File: src/rtl/clk_trim_pkg.sv
// Package: shared types and helpers for the clock rate trim unit.
// Assumes the trim word layout {window select, direction, 6-bit step count}.
package clk_trim_pkg;

    // Largest step count the 6-bit field can carry.
    localparam int STEP_MAX = 63;

    // Active correction setting; bit 7 window, bit 6 direction, bits 5:0 steps.
    typedef struct packed {
        logic       coarse;    // 1: long window, 0: short window
        logic       speed_up;  // 1: remove enables, 0: add enables
        logic [5:0] steps;     // number of correction steps, 0 = none
    } trim_cfg_t;

    // Larger of two integers, used for counter sizing.
    function automatic int max2(input int a, input int b);
        return (a > b) ? a : b;
    endfunction

endpackage

File: src/rtl/trim_cfg_latch.sv
// Module: holds the trim setting that governs the current window.
// Assumes win_start pulses on the edge that closes a window's final second.
// The setting is loaded at reset and at each window start, never in between.
module trim_cfg_latch
    import clk_trim_pkg::*;
(
    input  logic      clk,
    input  logic      rst_n,
    input  logic      win_start,
    input  trim_cfg_t trim_in,
    output trim_cfg_t active
);

    // Capture the requested setting at reset or when a new window begins.
    always_ff @(posedge clk) begin
        if (!rst_n) begin
            active <= trim_in;
        end else if (win_start) begin
            active <= trim_in;
        end
    end

    // setting frozen for the whole window
    assert_cfg_frozen_R9: assert property (@(posedge clk) disable iff (!rst_n)
        !win_start |=> $stable(active));

endmodule

File: src/rtl/trim_window_ctr.sv
// Module: counts seconds inside a correction window.
// Assumes sec_wrap is a one-cycle pulse per completed second and that the
// window select only changes together with a window start.
// Window lengths must be at least 2 seconds.
module trim_window_ctr #(
    parameter int FINE_SECS   = 20,
    parameter int COARSE_SECS = 60,
    parameter int SEC_W       = 6
) (
    input  logic clk,
    input  logic rst_n,
    input  logic sec_wrap,
    input  logic coarse,
    output logic last_sec,
    output logic win_start
);

    logic [SEC_W-1:0] sec_idx;
    logic [SEC_W-1:0] win_last;

    // Index of the final second for the selected window length.
    always_comb begin
        win_last = coarse ? SEC_W'(COARSE_SECS - 1) : SEC_W'(FINE_SECS - 1);
    end

    // Flag the final second and the edge at which the window closes.
    always_comb begin
        last_sec  = (sec_idx == win_last);
        win_start = sec_wrap && last_sec;
    end

    // Step the second index, wrapping to zero at the end of a window.
    always_ff @(posedge clk) begin
        if (!rst_n) begin
            sec_idx <= '0;
        end else if (win_start) begin
            sec_idx <= '0;
        end else if (sec_wrap) begin
            sec_idx <= sec_idx + 1'b1;
        end
    end

    // index never runs past the selected window length
    assert_sec_in_window_R4: assert property (@(posedge clk) disable iff (!rst_n)
        sec_idx <= win_last);

endmodule

File: src/rtl/trim_prescaler.sv
// Module: variable-period divider from reference enables to a second tick.
// Assumes REF_HZ exceeds the largest removal by at least 2, so every second
// is at least two enables long, and that last_sec and cfg change only on a wrap.
module trim_prescaler
    import clk_trim_pkg::*;
#(
    parameter int REF_HZ      = 32768,
    parameter int STEP_CYCLES = 2,
    parameter int CNT_W       = 16
) (
    input  logic      clk,
    input  logic      rst_n,
    input  logic      ref_en,
    input  logic      last_sec,
    input  trim_cfg_t cfg,
    output logic      sec_wrap,
    output logic      tick_o
);

    logic [CNT_W-1:0] cnt;
    logic [CNT_W-1:0] period;
    int               adj;

    // Pick this second's length: nominal, or corrected in the final second.
    always_comb begin
        adj    = int'(cfg.steps) * STEP_CYCLES;
        period = CNT_W'(REF_HZ);
        if (last_sec && (cfg.steps != '0)) begin
            period = cfg.speed_up ? CNT_W'(REF_HZ - adj) : CNT_W'(REF_HZ + adj);
        end
    end

    // A second completes on the enable that reaches the chosen length.
    always_comb begin
        sec_wrap = ref_en && (cnt == period - 1'b1);
    end

    // Count reference enables, restarting at each completed second.
    always_ff @(posedge clk) begin
        if (!rst_n) begin
            cnt <= '0;
        end else if (sec_wrap) begin
            cnt <= '0;
        end else if (ref_en) begin
            cnt <= cnt + 1'b1;
        end
    end

    // Register the tick so the output is glitch free.
    always_ff @(posedge clk) begin
        if (!rst_n) begin
            tick_o <= 1'b0;
        end else begin
            tick_o <= sec_wrap;
        end
    end

    // count stays inside the current second's length
    assert_cnt_in_range_R5: assert property (@(posedge clk) disable iff (!rst_n)
        cnt < period);

    // count holds when no reference enable arrives
    assert_hold_no_enable_R10: assert property (@(posedge clk) disable iff (!rst_n)
        !ref_en |=> $stable(cnt));

    // every tick follows a sampled enable
    assert_tick_after_enable_R10: assert property (@(posedge clk) disable iff (!rst_n)
        tick_o |-> $past(ref_en));

    // tick is one cycle wide
    assert_tick_single_R3: assert property (@(posedge clk) disable iff (!rst_n)
        tick_o |=> !tick_o);

endmodule

File: src/rtl/clk_rate_trim.sv
// Module: top of the clock rate trim unit.
// Divides a reference enable into a one-second tick and lengthens or shortens
// the final second of each correction window according to the trim word.
// Assumes ref_en_i is a one-cycle enable in the clk domain.
module clk_rate_trim
    import clk_trim_pkg::*;
#(
    parameter int REF_HZ      = 32768,
    parameter int FINE_SECS   = 20,
    parameter int COARSE_SECS = 60,
    parameter int STEP_CYCLES = 2
) (
    input  logic       clk,
    input  logic       rst_n,
    input  logic       ref_en_i,
    input  logic [7:0] trim_i,
    output logic       tick_o,
    output logic       ref_o
);

    localparam int MAX_ADJ = STEP_CYCLES * STEP_MAX;
    localparam int CNT_W   = $clog2(REF_HZ + MAX_ADJ + 1);
    localparam int SEC_W   = $clog2(max2(FINE_SECS, COARSE_SECS));

    trim_cfg_t trim_req;
    trim_cfg_t active;
    logic      sec_wrap;
    logic      last_sec;
    logic      win_start;

    // Reinterpret the raw trim word as its fields.
    always_comb begin
        trim_req = trim_cfg_t'(trim_i);
    end

    // Reference passthrough, untouched by correction.
    always_comb begin
        ref_o = ref_en_i;
    end

    trim_cfg_latch u_cfg (
        .clk       (clk),
        .rst_n     (rst_n),
        .win_start (win_start),
        .trim_in   (trim_req),
        .active    (active)
    );

    trim_window_ctr #(
        .FINE_SECS   (FINE_SECS),
        .COARSE_SECS (COARSE_SECS),
        .SEC_W       (SEC_W)
    ) u_win (
        .clk       (clk),
        .rst_n     (rst_n),
        .sec_wrap  (sec_wrap),
        .coarse    (active.coarse),
        .last_sec  (last_sec),
        .win_start (win_start)
    );

    trim_prescaler #(
        .REF_HZ      (REF_HZ),
        .STEP_CYCLES (STEP_CYCLES),
        .CNT_W       (CNT_W)
    ) u_pre (
        .clk      (clk),
        .rst_n    (rst_n),
        .ref_en   (ref_en_i),
        .last_sec (last_sec),
        .cfg      (active),
        .sec_wrap (sec_wrap),
        .tick_o   (tick_o)
    );

endmodule

File: config.mk
export PLATFORM = sky130hd
export DESIGN_NAME = clk_rate_trim
export DESIGN_NICKNAME = d
export VERILOG_FILES = /design/src/rtl/clk_trim_pkg.sv /design/src/rtl/trim_cfg_latch.sv /design/src/rtl/trim_window_ctr.sv /design/src/rtl/trim_prescaler.sv /design/src/rtl/clk_rate_trim.sv
export SDC_FILE = /design/constraint.sdc
export NUM_CORES = 1
export LEC_CHECK = 0
export BUFFER_PORTS_ARGS = -buffer_cell sky130_fd_sc_hd__buf_2
export CORE_ASPECT_RATIO = 0.7
export CORE_MARGIN = 10
export CORE_UTILIZATION = 30
export DETAILED_ROUTE_END_ITERATION = 10
export SYNTH_ARGS = -nofsm -noshare
export SYNTH_HDL_FRONTEND = slang
export SYNTH_HIERARCHICAL = 1
export SYNTH_SLANG_ARGS = --single-unit
File: constraint.sdc
create_clock -name clk -period 11.65 [get_ports clk]
set_input_delay 0.5825 -clock clk [delete_from_list [all_inputs] [get_ports clk]]
set_output_delay 0.5825 -clock clk [all_outputs]
set_load 0.02 [all_outputs]
# --- Word-level counts from Yosys, hierarchy flattened ---
# Cells that the tools add are included.
totals:
  in_bits: 11
  register_bits: 31
  elab_cells: 26
  output_inout_bits: 2
op_classes:
  bitwise: 1
  add_sub_neg: 5
  eq_ne: 3
  mux: 5
  reduce_logical: 6
op_table:
  columns: ["op", "n"]
  rows:
  - ["16-bit 2-to-1 mux", 2]
  - ["16-bit by 1-bit adder with 16-bit output, second input constant", 1]
  - ["16-bit by 7-bit adder with 16-bit output, first input constant", 1]
  - ["16-bit == test", 1]
  - ["8-bit 2-to-1 mux", 2]
  - ["16-bit by 1-bit subtractor with 16-bit output, second input constant", 1]
  - ["16-bit by 7-bit subtractor with 16-bit output, first input constant", 1]
  - ["6-bit by 1-bit adder with 6-bit output, second input constant", 1]
  - ["6-bit == test", 1]
  - ["6-bit 2-to-1 mux", 1]
  - ["6-bit nonzero test", 1]
  - ["2-bit OR reduction", 2]
  - ["1-bit logical AND", 3]
  - ["2-bit by 1-bit inequality test with 1-bit output, second input constant", 1]
  - ["1-bit inverter", 1]

# --- Longest topological paths before layout ---
# Gate-level depths: netlist of run 1.
logic_depth:
  word_depth: 10
  mapped_depth: 18
  ltp_nobuf: 15

# --- Cells and area by module ---
# Netlist of run 1, hierarchy kept.
by_module_without_submodules:
  columns: ["mod", "area_per_inst_um2", "seq_area_each_um2", "instances", "cells_per_inst"]
  rows:
  - ["trim_prescaler", 1396.3, 340.3, 1, 175]
  - ["trim_window_ctr", 366.6, 120.1, 1, 43]
  - ["trim_cfg_latch", 246.5, 240.2, 1, 9]
  - ["clk_rate_trim", 7.5, 0.0, 1, 1]

# --- Least setup slack after synthesis of run 1 ---
# Ideal clock, no wire load.
synth_path:
  path_type: "register -> register"
  startpoint: "reg u_win.sec_idx[3]"
  endpoint: "reg, netlist name u_cfg/active[0]"
  path_stages_with_launch: 16
  slack_ns: 7.520
  synth_period_minus_slack_ns: 4.130
  arrival_time_ns: 3.796
  setup_ns: 0.334
  n_path_buf: 3
  required_ns: 11.316
  path_cell_list: "dfxtp_1 > or3_4 > a211oi_4 > buf_2 > o21a_1 > nand2_1 > ha_1 > xnor2_1 > nor2_1 > nor4bb_1 > o311ai_1 > nor4_4 > buf_6 > clkbuf_1 > and2_1 > nand2b_1"
synth_via:
  elab_chain_cells: 8
synth_rtl:
  columns: ["item", "line_no", "rtl"]
  rows:
  - ["start: declaration", "trim_window_ctr.sv:18", "logic [SEC_W-1:0] sec_idx;"]
  - ["start signal: assignment", "trim_window_ctr.sv:39", "sec_idx <= sec_idx + 1'b1;"]
  - ["6-bit == test", "trim_window_ctr.sv:28", "last_sec = (sec_idx == win_last);"]
  - ["named net last_sec", "clk_rate_trim.sv:28", "logic last_sec;"]
  - ["1-bit logical AND", "trim_prescaler.sv:28", "if (last_sec && (cfg.steps != '0)) begin"]
  - ["16-bit 2-to-1 mux", "trim_prescaler.sv:28", null]
  - ["16-bit by 1-bit subtractor with 16-bit output", "trim_prescaler.sv:35", "sec_wrap = ref_en && (cnt == period - 1'b1);"]
  - ["16-bit == test", "trim_prescaler.sv:35", null]
  - ["1-bit logical AND", "trim_prescaler.sv:35", null]
  - ["named net sec_wrap", "clk_rate_trim.sv:27", "logic sec_wrap;"]
  - ["1-bit logical AND", "trim_window_ctr.sv:29", "win_start = sec_wrap && last_sec;"]
  - ["named net win_start", "clk_rate_trim.sv:29", "logic win_start;"]
  - ["2-bit by 1-bit inequality test with 1-bit output (no line)", null, null]
# The timed path passes the listed nets, and every way through them passes these cells.
# A chain may end at the register's enable or synchronous reset.

# --- Worst setup path in the final report of run 1 ---
layout_path:
  startpoint: "reg u_win.sec_idx[3]"
  endpoint: "reg u_win.sec_idx[5]"
layout_via:
  elab_chain_cells: 8
  word_cells_on_any_way: 9
  cone_classes: "2 x add/sub; 2 x eq/ne; 1 x mux; 4 x reduce/logical"
layout_rtl:
  columns: ["item", "line_no"]
  rows:
  - ["6-bit == test (*)", "trim_window_ctr.sv:28"]
  - ["named net last_sec", "clk_rate_trim.sv:28"]
  - ["1-bit logical AND (*)", "trim_prescaler.sv:28"]
  - ["16-bit 2-to-1 mux (*)", "trim_prescaler.sv:28"]
  - ["16-bit by 1-bit subtractor with 16-bit output (*)", "trim_prescaler.sv:35"]
  - ["16-bit == test (*)", "trim_prescaler.sv:35"]
  - ["1-bit logical AND (*)", "trim_prescaler.sv:35"]
  - ["named net sec_wrap", "clk_rate_trim.sv:27"]
  - ["1-bit logical AND", "trim_window_ctr.sv:29"]
  - ["2-bit OR reduction (no line)", null]
# Mark *: on every way through the listed nets, which the timed path passes. The rest lies on a longest branch.

==> reports/metrics.yaml, run 1 <==
status: "completed"
crit_family: "simple AND/OR/NAND/NOR gates"
cp-startpoint: "u_win/sec_idx[3]"
ys.flop_type: "dfxtp_1"
grt_pass1_wl_mm: 7.51
io_pins: 13
gp_congestion: 0.871
insertedDiodeCount: 0
drt-initial-drc-count: 126
cts_setup_buffers: 0
route.final.wire_length_mm: 4.29
synth_most_common_cell: "dfxtp_1"
core_um2: 6370
syn_inst: 228
multi_input_area_um2: 1210
finalCriticalPeriod_ps: 4120
worst-path-buf-inv: 1
place_ws_ps: 7550
via_count: 1654
cts_tree: "built"
rrSetupSlack_ps: 7530
clkSinkCount: 31
yosys_warnings: 6
htreeDepth: 2
grt_max_degree: 29
die_area_um2: 10500
end_kind: "register"
hp-start: "trim_i[6]"
die_w_um: 118
powerDensity_nw_per_um2: 103
areaGrowthSynthToFinish_pct: 9.99
leakage_nw: 0.765
max_freq_ghz: 0.243
critPathKind: "reg -> reg"
via_per_inst: 5.06
hold_buffers: 0
critPathMaxFanout: 28
ys_seq_elements: 31
synth_top_cell_by_area: "dfxtp_1"
hold_viol: 0
cp_cell_sequence: "or3_4, a211oi_4, o21a_1, nand2_1, ha_1, xnor2_1, nor2_1, nor4bb_1, o311ai_1, nor4_4, buf_4, nand3b_1, or3_1, o211ai_1"
antenna_found_initial: 0
gr-usage-all-layers: 0.0870
arrival_ps: 4330
drc: 0
async_flop_share: 0
seq_area_um2: 701
synthTopCellsByArea: "dfxtp_1 23%, edfxtp_1 12%, xor2_1 7.4%"
synth_edf_count: 8
tns_ps: 0
syn_area_um2: 2020
synth_cell_types: 52
cp-start-kind: "register"
ys_seq_area_frac: 0.347
fill_cells: 684
grt_overflow: 0
rsz0062_at_grt: "no"
setup_viol: 0
hold_class: "in -> reg"
path_clk_slew_ps: 70
worst_pin_slew_ps: 584
finalCritPeriodShare: 0.354
synth_top_area_frac: 0.228
cp_slowest_cell: "a211oi_4"
nets: 251
root_buffer: "clkbuf_8"
initial_core_util: 0.317
synth_common_cells: "23 x dfxtp_1, 17 x nand2_1, 17 x xor2_1"
dp_hpwl_mm: 3.15
r2r-start: "u_win/sec_idx[3]"
cap_violations: 0
slew_headroom: 0.609
rows: 24
numCtsBuffers: 5
syn-num-nets: 244
post-route-worst-setup-slack_ps: 7530
worstPathRequired_ps: 11850
port_buffers: 12
fp.dieH_um: 88.6
crit_path_max_incr_delay_ps: 560
drive_gt1_frac: 0.110
skew_ps: 4.22
cts_resized: 0
postSynthAreaPerCell_um2: 8.85
vdd_ir_drop_max_v: 0.0000527
postRouteAntennaNets: 0
wl_per_cell_um: 13.1
firstDrtPassIters: 5
grt_pass1_vias: 1581
clock_latency_ps: 280
cts.path.max_buffers: 2
final-max-slew-violation-count: 0
utilization: 0.348
where the power goes:
| part | switching [W] | total (W) | internal, W | leakage (nW) |
|---|---|---|---|---|
| logic | 0.0000126 | 0.0000217 | 0.00000904 | 0.453 |
| registers | 0.00000618 | 0.000120 | 0.000114 | 0.264 |
| clock network | 0.0000396 | 0.0000872 | 0.0000476 | 0.0482 |
| total | 0.0000584 | 0.000229 | 0.000170 | 0.765 |
path summary, 6_finish.rpt:
| kind | end | cells past startpoint |
|---|---|---|
| setup / recovery | u_win/sec_idx[5] | 14 |
| hold / removal | u_cfg/active[6] | 1 |
| setup reg to reg | u_win/sec_idx[5] | 14 |
| hold reg to reg | u_win/sec_idx[4] | 2 |
per-layer routing:
metal	global-route usage	wire length, um
met1	0.123	2420
met2	0.121	1710
met3	0.0305	133
met4	0.0246	19
met5	0	0
registers in the layout, summed over array words and instances (netlist names):
| name | cells |
|---|---|
| u_pre/cnt | 16 |
| u_win/sec_idx | 6 |
| u_pre/tick_o | 1 |
| u_cfg/active | 8 |
through the flow:
stage	instance area [um^2]	hold WS [ps]	cells	total power, W
3_5_place_dp	2130	523	319	0.000144
4_1_cts	2220	466	327	0.000232
5_1_grt	2220	458	327	0.000241
6_report	2220	476	327	0.000229
3_3_place_gp	2130	512	319	0.000143
2_1_floorplan	2020	477	228	0.000138
placed cells by master (no fill, tap or decap), types with 3 or more instances in the layout:
cell,count
mux2i_1,3
xor2_1,17
nor2_1,14
nand3_1,16
nand2b_1,4
o211ai_1,5
inv_1,8
nand2_1,17
buf_2,12
and3_1,3
xnor2_1,7
or4_1,3
a211oi_1,3
nor3_1,14
o21ai_0,9
edfxtp_1,8
o21bai_1,3
ha_1,5
nand3b_1,9
nand4_1,5
dfxtp_1,23
clkbuf_8,6
cells by family (layout without fill, tap and decap cells):
family,after synthesis,in the layout,share of synthesized area
buffers and inverters,21,29,0.0502
AND/OR/NAND/NOR,106,106,0.311
AO/OA/AOI/OAI,38,38,0.141
XOR/XNOR,24,24,0.104
multiplexers,3,3,0.0149
flip-flops,31,31,0.347
adder cells (fa/ha/maj),5,5,0.0310
cell type report:
| class | instances | share of cell area |
|---|---|---|
| flip-flops and latches | 31 | 0.316 |
| inverters | 8 | 0.0135 |
| well taps | 91 | 0.0513 |
| clock inverters | 1 | 0.00226 |
| clock buffers | 7 | 0.0389 |
| multi-input cells | 176 | 0.548 |
| repair buffers | 13 | 0.0305 |
worst register-to-register path: cells and delay by family (launching register included):
kind	cells	cell delay, ps
buffers and inverters	1	330
flip-flops	1	370
AND/OR/NAND/NOR	7	1630
XOR/XNOR	1	310
adder cells (fa/ha/maj)	1	250
AO/OA/AOI/OAI	4	1160
No activity file was read; power rests on OpenSTA's default activity.
==> inputs of run 2 (changes only) <==
--- a/config.mk
+++ b/config.mk
@@ -5,6 +5,7 @@
 export SDC_FILE = /design/constraint.sdc
 export NUM_CORES = 1
 export LEC_CHECK = 0
+export ABC_AREA = 1
 export BUFFER_PORTS_ARGS = -buffer_cell sky130_fd_sc_hd__buf_2
 export CORE_ASPECT_RATIO = 0.7
 export CORE_MARGIN = 10
==> constraint.sdc (replaced) <==
create_clock -name clk -period 3.8 [get_ports clk]
set_input_delay 0.19 -clock clk [delete_from_list [all_inputs] [get_ports clk]]
set_output_delay 0.19 -clock clk [all_outputs]
set_load 0.02 [all_outputs]
==> run 2 against run 1 <==
Area after synthesis is 9.2% higher. Via count rose by 7.4%. Cell area rose by 9.6%. Total power increased to 2.8 times the previous value. Clock power grew to 2.8 times the previous value. Final cell count up 23%. Critical path depth up 4. Synthesized cell count rose by 26%. Worst setup slack got worse by 7100 ps. Sequential power grew to 3.0 times the previous value. Critical path type unchanged. Largest power group unchanged.
==> reports/metrics.yaml, run 2 <==
status: "completed"
port_buffers: 12
clock_latency_ps: 270
final_common_cell: "nand2_1"
finalCriticalPeriod_ps: 3340
antenna_found_initial: 0
crit_path_max_incr_delay_ps: 380
cp_slowest_cell: "dfxtp_1"
top_register: "u_pre/cnt"
hp-start: "trim_i[4]"
worstPathRequired_ps: 3740
layout_common_cells: "67 x nand2_1, 38 x inv_1, 23 x dfxtp_1, 21 x nand3_1, 18 x nor2_1"
initial_core_util: 0.305
max_freq_ghz: 0.299
holdPathStages: 1
htreeDepth: 2
powerDensity_nw_per_um2: 267
r2r-start: "u_win/sec_idx[0]"
syn_area_um2: 2200
critPathMaxFanout: 8
gp_congestion: 0.832
r2r_cells: 18
async_flop_share: 0
numCtsBuffers: 5
hold_buffers: 0
rows: 26
cts_tree: "built"
ys_seq_elements: 31
finalCritPeriodShare: 0.880
cts_setup_buffers: 0
root_buffer: "clkbuf_8"
arrival_ps: 3290
drc: 0
grt_overflow: 0
die_area_um2: 11200
gr-usage-all-layers: 0.0865
reg2reg_to: "u_cfg/active[3]"
cap_violations: 0
setup_viol: 0
core_um2: 7220
synth_common_cells: "67 x nand2_1, 38 x inv_1, 23 x dfxtp_1"
hold_viol: 0
path_clk_slew_ps: 60
reg.largest.list: "u_pre/cnt x16, u_cfg/active x8, u_win/sec_idx x6"
whs_ps: 94.8
via_count: 1777
worstHoldEndpoint: "u_cfg/active[4]"
fill_cells: 770
synth_cell_types: 34
grt_max_degree: 18
rsz0062_at_grt: "no"
worst_pin_slew_ps: 627
syn_inst: 287
final-max-slew-violation-count: 0
wl_per_cell_um: 11.3
vdd_ir_drop_max_v: 0.000122
tns_ps: 0
fp.dieH_um: 91.7
utilization: 0.337
nets: 318
synth_top_area_frac: 0.209
ys.flop_type: "dfxtp_1"
drt-initial-drc-count: 131
skew_ps: 5.62
postRouteAntennaNets: 0
grt_pass1_wl_mm: 8.06
cp-start-kind: "register"
firstDrtPassIters: 4
postSynthAreaPerCell_um2: 7.68
cts.path.max_buffers: 2
crit_top_cell: "nand3_1"
insertedDiodeCount: 0
end_kind: "register"
cp_cell_sequence: "ha_1, nand3_1, nor2_2, nand3_1, ha_1, a21oi_1, o21ai_0, nor2_1, nand3_1, nor2_1, nand3_1, nor2_1, nand2_4, nor2_8, nand3_2, inv_1, inv_1, nand2_1"
clkSinkCount: 31
hold_class: "in -> reg"
via_per_inst: 4.43
leakage_nw: 1.04
rrSetupSlack_ps: 460
io_pins: 13
dp_hpwl_mm: 3.67
synthTopCellsByArea: "dfxtp_1 21%, nand2_1 11%, edfxtp_1 11%"
syn-num-nets: 303
drive_gt1_frac: 0.218
die_w_um: 122
slew_headroom: 0.580
areaGrowthSynthToFinish_pct: 10.3
synth_most_common_cell: "nand2_1"
largest_reg_flops: 16
ys_seq_area_frac: 0.318
critPathKind: "reg -> reg"
synth_edf_count: 8
cts_resized: 0
synth_top_cell_by_area: "dfxtp_1"
route.final.wire_length_mm: 4.55
grt_pass1_vias: 1721
yosys_warnings: 6
-- run 2: cell types whose count changed after synthesis, moves of 6 or more --
cell	previous run	this run
nand3b_1	9	3
nand2_4	0	6
nor3_2	0	9
nand2_1	17	67
clkbuf_1	7	1
inv_1	8	38
nand2_2	0	10
-- run 2: per-stage QoR --
stage | area, um^2 | total power, W | instances | worst slack (ps)
3_5_place_dp | 2350 | 0.000416 | 393 | 299
3_3_place_gp | 2350 | 0.000415 | 393 | 440
4_1_cts | 2430 | 0.000661 | 401 | 280
5_1_grt | 2430 | 0.000685 | 401 | 86.4
2_1_floorplan | 2200 | 0.000402 | 287 | 367
6_report | 2430 | 0.000648 | 401 | 455
-- run 2: final cells by class --
class	count	area [um^2]	share of cell area
clock inverters	1	5.00	0.00206
well taps	98	123	0.0504
flip-flops and latches	31	701	0.288
inverters	43	169	0.0695
multi-input cells	208	1290	0.531
repair buffers	13	67.6	0.0278
clock buffers	7	76.3	0.0314
-- run 2: worst max-delay path by stage --
stage	start	to	cells after the start
6_report	u_win/sec_idx[0]	u_cfg/active[3]	18
5_1_grt	u_win/sec_idx[0]	u_cfg/active[5]	18
4_1_cts	u_win/sec_idx[0]	u_cfg/active[3]	18
3_5_place_dp	u_win/sec_idx[0]	u_cfg/active[3]	18
3_3_place_gp	u_win/sec_idx[0]	u_cfg/active[5]	18
2_1_floorplan	u_win/sec_idx[0]	u_cfg/active[0]	20
-- run 2: metal layers --
layer	vias to the layer above	track usage	part of all wire
li1	949	-	-
met1	785	0.128	0.54
met2	43	0.120	0.40
met3	0	0.0184	0.060
met4	0	0.0264	0
met5	-	0	0
-- run 2: worst max-delay path, delay by kind of cell (launching register included) --
family | cells | cell delay, ps
and+or+nand+nor | 12 | 1750
adders and majority gates | 2 | 560
DFF | 1 | 380
AOI/OAI and AO/OA | 2 | 230
buffers and inverters | 2 | 100
-- run 2: logic make-up after synthesis --
family / after synthesis / share of synthesized area
and+or+nand+nor: 176 / 0.450
buffers and inverters: 48 / 0.0977
DFF: 31 / 0.318
xor gates and xnor gates: 18 / 0.0715
AOI/OAI and AO/OA: 7 / 0.0227
adders and majority gates: 5 / 0.0284
muxes: 2 / 0.0114
-- run 2: power by group --
group          switching, W  internal (W)   total, W
sequential        0.0000110      0.000349   0.000360
clock              0.000112      0.000128   0.000240
combinational     0.0000312     0.0000177  0.0000490
total              0.000154      0.000495   0.000648
==> inputs of run 3 (changes only) <==
--- a/config.mk
+++ b/config.mk
@@ -9,8 +9,10 @@
 export BUFFER_PORTS_ARGS = -buffer_cell sky130_fd_sc_hd__buf_2
 export CORE_ASPECT_RATIO = 0.7
 export CORE_MARGIN = 10
-export CORE_UTILIZATION = 30
+export CORE_UTILIZATION = 60
+export CTS_CLUSTER_DIAMETER = 150
 export DETAILED_ROUTE_END_ITERATION = 10
+export PLACE_DENSITY = 0.79
 export SYNTH_ARGS = -nofsm -noshare
 export SYNTH_HDL_FRONTEND = slang
 export SYNTH_HIERARCHICAL = 1
==> run 3 against run 2 <==
Core utilization is 34 points higher. Critical path depth stayed put. Clock skew is 1.6 ps higher. Worst hold slack worse by 14 ps. Routed wire length is 6.2% lower. Combinational power is 0.8% higher. Sequential share of layout area is 0.61 points higher. Die area is 42% lower.
==> reports/metrics.yaml, run 3 (same netlist as run 2, synthesis figures left out) <==
firstDrtPassIters: 4
end_kind: "register"
fill_cells: 295
holdPathStages: 1
hold_class: "in -> reg"
skew_ps: 7.26
die_w_um: 92.4
reg.largest.list: "u_pre/cnt x16, u_cfg/active x8, u_win/sec_idx x6"
cap_violations: 0
areaGrowthSynthToFinish_pct: 8.06
p_comb_frac: 0.073
top_register: "u_pre/cnt"
seq_area_um2: 701
fp.dieH_um: 70.7
path_clk_slew_ps: 70
hold_buffers: 0
fin_area_um2: 2380
io_pins: 13
htreeDepth: 2
final_cells: 353
dp.cells: 345
finalCriticalPeriod_ps: 3380
arrival_ps: 3340
setup_viol: 0
gp_congestion: 0.866
layout_common_cells: "67 x nand2_1, 38 x inv_1, 23 x dfxtp_1, 21 x nand3_1, 18 x nor2_1"
initial_core_util: 0.623
drive_gt1_frac: 0.224
leakage_nw: 1.05
port_buffers: 12
grt_pass1_vias: 1674
drt-initial-drc-count: 138
slew_headroom: 0.590
rows: 18
postRouteAntennaNets: 0
nets: 318
grt_max_degree: 18
clkSinkCount: 31
multi_input_area_um2: 1290
largest_reg_flops: 16
antenna_found_initial: 0
via_per_inst: 5.02
r2r_cells: 18
finalCritPeriodShare: 0.890
switching_share: 0.261
place_area_um2: 2290
worst_pin_slew_ps: 612
vdd_ir_drop_max_v: 0.000225
grt_overflow: 0
numCtsBuffers: 5
p_clk_frac: 0.393
cts_setup_buffers: 0
p_sw_w: 0.000176
core_um2: 3540
insertedDiodeCount: 0
final-max-slew-violation-count: 0
route.final.wire_length_mm: 4.27
whs_ps: 80.6
cts_tree: "built"
worstPathRequired_ps: 3750
tns_ps: 0
dp_hpwl_mm: 3.41
hp-start: "trim_i[3]"
rrSetupSlack_ps: 420
reg2reg_to: "u_cfg/active[5]"
die_area_um2: 6530
critPathKind: "reg -> reg"
powerDensity_nw_per_um2: 283
rsz0062_at_grt: "no"
wl_per_cell_um: 12.1
status: "completed"
cp-start-kind: "register"
final_common_cell: "nand2_1"
grt_pass1_wl_mm: 7.69
cts.path.max_buffers: 2
drc: 0
via_count: 1773
internal-power_w: 0.000497
hold_viol: 0
power_w: 0.000673
r2r-start: "u_win/sec_idx[0]"
critPathMaxFanout: 8
worstHoldEndpoint: "u_cfg/active[3]"
clock_latency_ps: 290
max_freq_ghz: 0.296
root_buffer: "clkbuf_8"
gr-usage-all-layers: 0.142
seq_power_share: 0.534
[run 3: cell types whose count changed in the layout (fill, tap and decap cells not counted)]
cell,delta
clkbuf_1,-2
clkinv_2,-1
clkinvlp_4,+1
inv_4,+1
inv_6,+1
[run 3: repair_timing]
item,CTS,global route
endpoints found under the setup margin,0,8
hold endpoints to repair,0,0
gates resized for setup,0,1
[run 3: critical path, stage by stage (launching register included)]
cell,delay [ps]
dfxtp_1,380
ha_1,200
nand3_1,120
nor2_2,300
nand3_1,220
ha_1,360
a21oi_1,140
o21ai_0,90
nor2_1,110
nand3_1,80
nor2_1,110
nand3_1,70
nor2_1,160
nand2_4,90
nor2_8,150
nand3_2,110
inv_1,60
inv_1,30
nand2_1,250
[run 3: per-stage QoR]
step / util / setup WS, ps
finish: 0.673 / 418
global route: 0.673 / 28.8
CTS: 0.673 / 260
detailed placement: 0.647 / 290
global placement: 0.647 / 446
floorplan: - / 367
[run 3: how the worst max path moves through the flow]
stage,startpoint,endpoint,slack (ps),cells past startpoint
final,u_win/sec_idx[0],u_cfg/active[5],420,18
after global routing,u_win/sec_idx[0],u_cfg/active[3],30,18
after CTS,u_win/sec_idx[0],u_cfg/active[3],260,18
after detailed placement,u_win/sec_idx[0],u_cfg/active[3],290,18
after global placement,u_win/sec_idx[0],u_cfg/active[5],450,18
after floorplan,u_win/sec_idx[0],u_cfg/active[0],370,20
[run 3: area by class of cell]
cell class | count | area share
Timing Repair Buffer | 13 | 0.0284
Inverter | 43 | 0.0709
Clock buffer | 5 | 0.0289
Multi-Input combinational cell | 208 | 0.542
Tap cell | 50 | 0.0263
Clock inverter | 3 | 0.00946
Sequential cell | 31 | 0.294
[run 3: per-layer routing]
layer,track usage,routed length (um),up-vias
met5,0,0,-
met3,0.0516,259,4
met4,0.0512,48,0
li1,-,-,954
met2,0.188,1700,31
met1,0.203,2270,784
[run 3: power groups by stage]
stage / sequential [W] / combinational (W) / clock [W]
floorplan: 0.000362 / 0.0000400 / 0
global placement: 0.000366 / 0.0000475 / 0
detailed placement: 0.000367 / 0.0000489 / 0
CTS: 0.000359 / 0.0000493 / 0.000274
global route: 0.000361 / 0.0000562 / 0.000292
finish: 0.000359 / 0.0000494 / 0.000264
